--- src/rtl/wcs_pkg.sv ---
package wcs_pkg;
    typedef enum logic [1:0] {
        ST_READY = 2'd0,
        ST_PROG  = 2'd1,
        ST_GUARD = 2'd2
    } wcs_state_e;
endpackage

--- src/rtl/wcs_fsm.sv ---
module wcs_fsm
    import wcs_pkg::*;
#(
    parameter int WC_CYCLES = 64
) (
    input  logic       clk,
    input  logic       rst_n,
    input  logic       prog_busy,
    input  logic       blk_start,
    output wcs_state_e state,
    output logic       busy
);
    localparam int TW = $clog2(WC_CYCLES + 1);
    localparam logic [TW-1:0] LAST_TICK = TW'(WC_CYCLES - 1);

    wcs_state_e      state_q, state_d;
    logic [TW-1:0]   timer_q, timer_d;

    // state register
    always_ff @(posedge clk or negedge rst_n) begin
        if (!rst_n) begin
            state_q <= ST_READY;
            timer_q <= '0;
        end else begin
            state_q <= state_d;
            timer_q <= timer_d;
        end
    end

    // next state and window counter
    always_comb begin
        state_d = state_q;
        timer_d = timer_q;
        unique case (state_q)
            ST_READY: begin
                timer_d = '0;
                if (prog_busy) begin
                    state_d = ST_PROG;           // T_START_PROG
                end else if (blk_start) begin
                    state_d = ST_GUARD;          // T_START_GUARD
                end
            end
            ST_PROG: begin
                timer_d = '0;
                if (!prog_busy) begin
                    state_d = ST_READY;          // T_PROG_DONE
                end
            end
            ST_GUARD: begin
                if (prog_busy) begin
                    state_d = ST_PROG;           // T_GUARD_TO_PROG
                    timer_d = '0;
                end else if (timer_q == LAST_TICK) begin
                    state_d = ST_READY;          // T_GUARD_DONE
                    timer_d = '0;
                end else begin
                    timer_d = timer_q + 1'b1;
                end
            end
            default: begin
                state_d = ST_READY;
                timer_d = '0;
            end
        endcase
    end

    // outputs
    always_comb begin
        state = state_q;
        busy  = (state_q != ST_READY);
    end
endmodule

--- src/rtl/wcs_toggle.sv ---
module wcs_toggle (
    input  logic clk,
    input  logic rst_n,
    input  logic busy,
    input  logic rd_start,
    input  logic seed,
    output logic tgl_nxt,
    output logic tgl_q
);
    always_comb begin
        if (!busy) begin
            tgl_nxt = seed;
        end else if (rd_start) begin
            tgl_nxt = ~tgl_q;
        end else begin
            tgl_nxt = tgl_q;
        end
    end

    always_ff @(posedge clk or negedge rst_n) begin
        if (!rst_n) begin
            tgl_q <= 1'b0;
        end else begin
            tgl_q <= tgl_nxt;
        end
    end
endmodule

--- src/rtl/wcs_readmux.sv ---
module wcs_readmux #(
    parameter int DW = 8
) (
    input  logic          clk,
    input  logic          rst_n,
    input  logic          rd_act,
    input  logic          busy,
    input  logic          addr_hit,
    input  logic          tgl_nxt,
    input  logic [DW-1:0] last_data,
    input  logic [DW-1:0] arr_data,
    output logic [DW-1:0] dq_out,
    output logic          dq_oe
);
    localparam int POLL_BIT = DW - 1;
    localparam int TGL_BIT  = DW - 2;

    logic [DW-1:0] status_w;
    logic [DW-1:0] value_w;

    always_comb begin
        status_w           = last_data;
        status_w[POLL_BIT] = addr_hit ? ~last_data[POLL_BIT] : arr_data[POLL_BIT];
        status_w[TGL_BIT]  = tgl_nxt;
        value_w            = busy ? status_w : arr_data;
    end

    always_ff @(posedge clk or negedge rst_n) begin
        if (!rst_n) begin
            dq_out <= '0;
            dq_oe  <= 1'b0;
        end else begin
            dq_oe  <= rd_act;
            dq_out <= rd_act ? value_w : '0;
        end
    end
endmodule

--- src/rtl/wcs_responder.sv ---
module wcs_responder
    import wcs_pkg::*;
#(
    parameter int AW        = 15,
    parameter int DW        = 8,
    parameter int WC_CYCLES = 64
) (
    input  logic          clk,
    input  logic          rst_n,
    input  logic          prog_busy,
    input  logic          blk_start,
    input  logic [AW-1:0] last_addr,
    input  logic [DW-1:0] last_data,
    input  logic          ce_n,
    input  logic          oe_n,
    input  logic          we_n,
    input  logic [AW-1:0] rd_addr,
    input  logic [DW-1:0] arr_data,
    output logic [DW-1:0] dq_out,
    output logic          dq_oe
);
    localparam int TGL_BIT = DW - 2;

    wcs_state_e state;
    logic       busy;
    logic       rd_act, rd_act_q, rd_start;
    logic       addr_hit;
    logic       tgl_nxt, tgl_q;

    always_comb begin
        rd_act   = !ce_n && !oe_n && we_n;
        rd_start = rd_act && !rd_act_q;
        addr_hit = (rd_addr == last_addr);
    end

    always_ff @(posedge clk or negedge rst_n) begin
        if (!rst_n) begin
            rd_act_q <= 1'b0;
        end else begin
            rd_act_q <= rd_act;
        end
    end

    wcs_fsm #(.WC_CYCLES(WC_CYCLES)) u_fsm (
        .clk       (clk),
        .rst_n     (rst_n),
        .prog_busy (prog_busy),
        .blk_start (blk_start),
        .state     (state),
        .busy      (busy)
    );

    wcs_toggle u_tgl (
        .clk      (clk),
        .rst_n    (rst_n),
        .busy     (busy),
        .rd_start (rd_start),
        .seed     (last_data[TGL_BIT]),
        .tgl_nxt  (tgl_nxt),
        .tgl_q    (tgl_q)
    );

    wcs_readmux #(.DW(DW)) u_mux (
        .clk       (clk),
        .rst_n     (rst_n),
        .rd_act    (rd_act),
        .busy      (busy),
        .addr_hit  (addr_hit),
        .tgl_nxt   (tgl_nxt),
        .last_data (last_data),
        .arr_data  (arr_data),
        .dq_out    (dq_out),
        .dq_oe     (dq_oe)
    );
endmodule

--- config.mk ---
export PLATFORM = sky130hd
export DESIGN_NAME = wcs_responder
export DESIGN_NICKNAME = d
export VERILOG_FILES = /design/src/rtl/wcs_pkg.sv /design/src/rtl/wcs_fsm.sv /design/src/rtl/wcs_toggle.sv /design/src/rtl/wcs_readmux.sv /design/src/rtl/wcs_responder.sv
export SDC_FILE = /design/constraint.sdc
export NUM_CORES = 1
export LEC_CHECK = 0
export ABC_AREA = 1
export BUFFER_PORTS_ARGS = -buffer_cell sky130_fd_sc_hd__buf_4
export CAP_MARGIN = 5
export CORE_MARGIN = 2
export CORE_UTILIZATION = 47
export DETAILED_ROUTE_END_ITERATION = 8
export PLACE_DENSITY = 0.82
export SLEW_MARGIN = 40
export SYNTH_ARGS = -nofsm -noshare
export SYNTH_HDL_FRONTEND = slang
export SYNTH_SLANG_ARGS = --single-unit
--- constraint.sdc ---
create_clock -name clk -period 2.1 [get_ports clk]
set_input_delay 0.525 -clock clk [delete_from_list [all_inputs] [get_ports clk]]
set_output_delay 0.525 -clock clk [all_outputs]
set_load 0.03 [all_outputs]
==> run metrics, run 1 <==
outcome=finished clean; Synth Area in Simple Gates=36.6%; post-synthesis cell type with the largest combined area=dfrtp_1; Seq/Total Area, Yosys=42.6%; first-pass GRT wire length=4.37 mm; Slowest cell on crit path=dfrtp_1; vias per cell=4.48; period utilization=67.7%; delay-heaviest family, CP=flip-flops; Starting Density=50.0%; Nets=289; worst min-delay path category=input port to asynchronous set/reset pin; Post-synth ARST share=100%; internal power=0.547 mW; Mapped Area=1120 um2; total power=0.762 mW; WS Path Type=register to output pin; most common cell after layout, fill and taps aside=nand2_1; crit end category=output pin; Critical Path Source=u_mux.dq_oe$_DFF_PN0_; sequential share of power=50.4%; clock share of power=24.6%; H-tree Lvls=1; IO buf count=61; Post-CTS Resized=0; Pre-antenna DRT Iters=4; post-route ant nets=0; Skew-Pair Late Insertion Delay=0.31 ns; clock-pin slew on the worst setup and hold paths=0.12 ns; area of the die=2780 um2; largest family of logic cells by synthesized area=simple AND/OR/NAND/NOR gates; die width=52.8 um; setup TNS=0 ns; pwr/cell area=465 nW/um2; Psw=0.215 mW; mux cell area share after synthesis=0%; switch share=28.2%; combinational power share=25.0%; Post-synth EDFFs=0; Adder-Cell Fraction of Synth Area=1.12%; CTS tree=yes; RSZ-0062 raised after global routing=false; CTS Sinks=19; vias in the first global route=1133; # hold bufs at CTS=0; post-synthesis xor/xnor area fraction=1.57%; Finished Cell Area=1640 um2; largest fanout on the critical path=2; Num CTS Buffers=3; maximum root-to-sink buffer count=2; dpl hpwl=2.24 mm; total detailed-routing wirelength=2.63 mm; average size of a mapped cell=6.61 um2; Fin Clk Skew=0.0134 ns; post-synth cell types=18; IO Count=62; ys flop type=dfrtp_1; DRT iter0 DRCs=17; via count=1173; Synth Net Count=223; Synth Instances=169; Seq cells post-synth=19; setup repair bufs after CTS=0; CP required=1.57 ns; commonest non-fill, non-tap cells in the layout=nand2_1, buf_4, inv_1; final setup fails=0; Worst IR Drop VDD=0.255 mV; Synth area leaders=dfrtp_1, nand2_1, inv_1; GP Congestion=0.795; max cap viols=0; pin count of the biggest net entering global routing=20; Die H=52.8 um; CP max stage delay=0.41 ns; placement-stage cell area=1610 um2; post-synth top area share=42.6%; slew margin rel.=80.9%; gr ovfl total=0; CP cell instances=buf_4; total track usage=21.6%; CP Launch Type=register; Fin. Hold Viols=0; Root Driver=clkbuf_4; R2R Path Start=u_fsm.timer_q[0]$_DFF_PN0_; post-DR wirelength/cell=10.0 um; Core ar.=2230 um2; leakage power=0.998 nW; slew at the pin closest to its max-slew limit=0.283 ns; max-slew violations=0; area growth from synthesis to final layout=46.6%; WP data arrival=0.90 ns; num rows=17; initial antenna violation count=0; Tmin final=1.42 ns; # DRC=0; fmax=0.703 GHz; CP bufs+invs=1; hold slack final=0.0656 ns; share of layout cells above drive strength 1=31.6%; Synth Area in Compound Gates=6.38%; antenna cells=0; Synth Warn #=0
## metrics by stage
stage	std cells	setup slack (ns)	utilization [%]
finish	262	0.678	73.3
global route	262	0.542	73.3
CTS	262	0.675	73.3
detailed placement	258	0.619	72.1
global placement	258	0.696	72.1
floorplan	169	0.864	-
## layout make-up
type	instances	area [um2]
Clock buffer	3	22.5
Inverter	35	131
Timing Repair Buffer	61	458
Multi-Input combinational cell	115	510
Fill cell	183	596
Tap cell	28	35.0
Clock inverter	1	5.00
Sequential cell	19	475
## path summary, 6_finish.rpt
check,slack [ns],depth (start not counted),endpoint
max,0.68,1,dq_oe
min,0.07,1,u_tgl.tgl_q$_DFF_PN0_
max reg2reg,0.69,8,u_fsm.state[1]$_DFFE_PN0P_
min reg2reg,0.48,1,u_fsm.timer_q[0]$_DFF_PN0_
max in group asynchronous,1.82,1,u_mux.dq_out[7]$_DFF_PN0_
min in group clk,0.40,3,u_tgl.tgl_q$_DFF_PN0_
## metal layers
metal  vias up  global-route usage [%]  wire length, um
li1        625                       -                -
met1       509                    21.2             1040
met2        34                    43.3             1430
met3         5                    3.43              112
met4         0                    8.97               50
met5         -                       0                0
## flip-flops by register name, summed over array words and instances (netlist names)
signal	flops
u_tgl.tgl_q	1
u_fsm.timer_q	7
u_fsm.state	2
u_mux.dq_out	8
u_mux.dq_oe	1
## synth_stat cells, types with 2 or more instances
library cell  number
nand2_1           62
inv_1             33
nor2_1            25
dfrtp_1           19
a21oi_1           10
nor2_2             3
inv_2              2
nand2_2            2
nand3_1            2
nor3b_1            2
xor2_1             2
## cell families (layout without fill, tap and decap cells)
family / Yosys count / after routing
simple gates: 99 / 99
buf+inv: 35 / 100
flops: 19 / 19
compound gates: 13 / 13
xor+xnor: 2 / 2
fa+ha+maj: 1 / 1
## power groups by stage
stage	clock network, mW	logic [mW]	registers, mW
6_report	0.188	0.190	0.384
5_1_grt	0.207	0.214	0.386
4_1_cts	0.191	0.193	0.384
3_5_place_dp	0	0.192	0.391
3_3_place_gp	0	0.184	0.391
2_1_floorplan	0	0.0715	0.402
Note: power is estimated with default switching activity, not from simulation.
==> inputs of run 2 (changes only) <==
--- a/config.mk
+++ b/config.mk
@@ -9,9 +9,9 @@
 export BUFFER_PORTS_ARGS = -buffer_cell sky130_fd_sc_hd__buf_4
 export CAP_MARGIN = 5
 export CORE_MARGIN = 2
-export CORE_UTILIZATION = 47
+export CORE_UTILIZATION = 44
 export DETAILED_ROUTE_END_ITERATION = 8
-export PLACE_DENSITY = 0.82
+export PLACE_DENSITY = 0.77
 export SLEW_MARGIN = 40
 export SYNTH_ARGS = -nofsm -noshare
 export SYNTH_HDL_FRONTEND = slang
==> constraint.sdc (replaced) <==
create_clock -name clk -period 1.4 [get_ports clk]
set_input_delay 0.35 -clock clk [delete_from_list [all_inputs] [get_ports clk]]
set_output_delay 0.35 -clock clk [all_outputs]
set_load 0.03 [all_outputs]
==> run metrics, run 2 (synthesis gave the netlist of run 1 again) <==
outcome=finished clean; DRT iter0 DRCs=18 (+1); vias in the first global route=1150 (+1.5%); commonest non-fill, non-tap cells in the layout=buf_4, nand2_1, inv_1; WP data arrival=1.49 ns (+0.59 ns); R2R setup slack=0.08 ns (-0.61 ns); Tmin final=1.32 ns; leakage power=1.03 nW (+3.0%); Skew-Pair Late Insertion Delay=0.28 ns (-0.03 ns); multi-input logic area=553 um2 (+8.3%); slew at the pin closest to its max-slew limit=0.282 ns (-0.00125 ns); area of the die=2960 um2 (+6.3%); Final WS setup=0.0764 ns (-0.601 ns); fmax=0.756 GHz; max cap viols=0 (unchanged); maximum root-to-sink buffer count=2 (unchanged); area growth from synthesis to final layout=54.1%; Nets=294 (+1.7%); slew margin rel.=81.1% (+0.26 points); WS Path Type=register to register; GP Congestion=0.705 (-11%); Place WS=-0.0303 ns (-0.649 ns); most common cell after layout, fill and taps aside=buf_4; # DRC=0 (unchanged); non-filler cells, final=269 (+2.7%); total power=1.13 mW (+49%); vias per cell=4.48 (+0.14%); placed cells=261 (+1.2%); via count=1206 (+2.8%); Pre-antenna DRT Iters=6 (+2); Finished Cell Area=1720 um2 (+5.1%); final setup fails=0 (unchanged); flip-flop count of the largest register after layout=8 (unchanged); period utilization=94.5%; Reg area=475 um2 (unchanged); Worst IR Drop VDD=0.399 mV (+57%); die width=54.4 um (+3.1%); CTS tree=yes; Largest Register=u_mux.dq_out; IO Count=62 (unchanged); Die H=54.4 um (+3.1%); num rows=18 (+1); CP Launch Type=register; max-slew violations=0 (unchanged); Starting Density=45.9% (-4.1 points); setup TNS=0 ns (unchanged); clock-pin slew on the worst setup and hold paths=0.10 ns (-0.02 ns); pin count of the biggest net entering global routing=20 (unchanged); initial antenna violation count=0 (unchanged); antenna cells=0 (unchanged); H-tree Lvls=1 (unchanged); gr ovfl total=0 (unchanged); first-pass GRT wire length=4.27 mm (-2.2%); placement-stage cell area=1620 um2 (+0.62%); Root Driver=clkbuf_4; Fin Clk Skew=0.00662 ns (-0.00683 ns); share of layout cells above drive strength 1=35.6% (+3.9 points); dpl hpwl=2.15 mm (-3.8%); worst min-delay path category=input port to register; IO buf count=61 (unchanged); pwr/cell area=658 nW/um2 (+41%); Num CTS Buffers=3 (unchanged); Filler cells=205 (+12%); total detailed-routing wirelength=2.57 mm (-2.3%); post-route ant nets=0 (unchanged); CTS Sinks=19 (unchanged); CP required=1.57 ns (about the same); Core ar.=2430 um2 (+8.9%); post-DR wirelength/cell=9.57 um (-4.8%); Fin. Hold Viols=0 (unchanged); crit end category=register; largest fanout on the critical path=6 (+4); total track usage=19.0% (-2.6 points)
==> run 2: cell type report <==
| type | count | share of cell area (%) |
|---|---|---|
| Sequential cell | 19 | 27.6 |
| Tap cell | 30 | 2.18 |
| Timing Repair Buffer | 66 | 28.9 |
| Clock buffer | 4 | 1.53 |
| Inverter | 35 | 7.63 |
| Multi-Input combinational cell | 115 | 32.1 |
==> run 2: final timing paths <==
kind                                                  from                         end  depth (start not counted)
max in group asynchronous                            rst_n   u_mux.dq_out[6]$_DFF_PN0_                          2
worst max-delay path            u_fsm.timer_q[0]$_DFF_PN0_  u_fsm.state[1]$_DFFE_PN0P_                          8
worst max register to register  u_fsm.timer_q[0]$_DFF_PN0_  u_fsm.state[1]$_DFFE_PN0P_                          8
min in group asynchronous                            rst_n  u_fsm.timer_q[6]$_DFF_PN0_                          2
worst min-delay path                             prog_busy  u_fsm.state[1]$_DFFE_PN0P_                          2
worst min register to register  u_fsm.state[1]$_DFFE_PN0P_  u_fsm.state[0]$_DFFE_PN0P_                          1
==> run 2: repair_timing <==
action                     CTS  global route
cloned                       0             0
pin swaps                    1             3
setup endpoints to repair    3             6
hold buffers                 1             0
setup buffers                2             1
gates resized for setup      2             8
hold endpoints to repair    19             0
==> run 2: metrics by stage <==
step                utilization [%]  hold WS [ns]
finish                         70.8         0.252
global route                   70.8         0.240
CTS                            69.2         0.255
detailed placement             66.6         0.233
global placement               66.6         0.231
floorplan                         -        0.0544
==> run 2: layer usage <==
layer	wire length, um	global-route usage [%]	part of all wire [%]
met3	139	2.46	5.4
met4	0	4.58	0
met5	0	0	0
met1	1020	21.7	40
met2	1420	36.7	55
==> run 2: critical path, stage by stage, from the launching register on <==
cell,delay [ns]
dfrtp_1,0.37
ha_2,0.20
nand2_2,0.07
nor2_4,0.10
nand2_2,0.05
nor2_2,0.14
nand2_2,0.08
nand3_4,0.10
o41ai_2,0.09
==> run 2: where the power goes <==
group	switching [mW]	total (mW)	internal, mW
registers	0.0102	0.576	0.566
logic	0.138	0.292	0.154
clock network	0.154	0.264	0.110
total	0.302	1.13	0.830
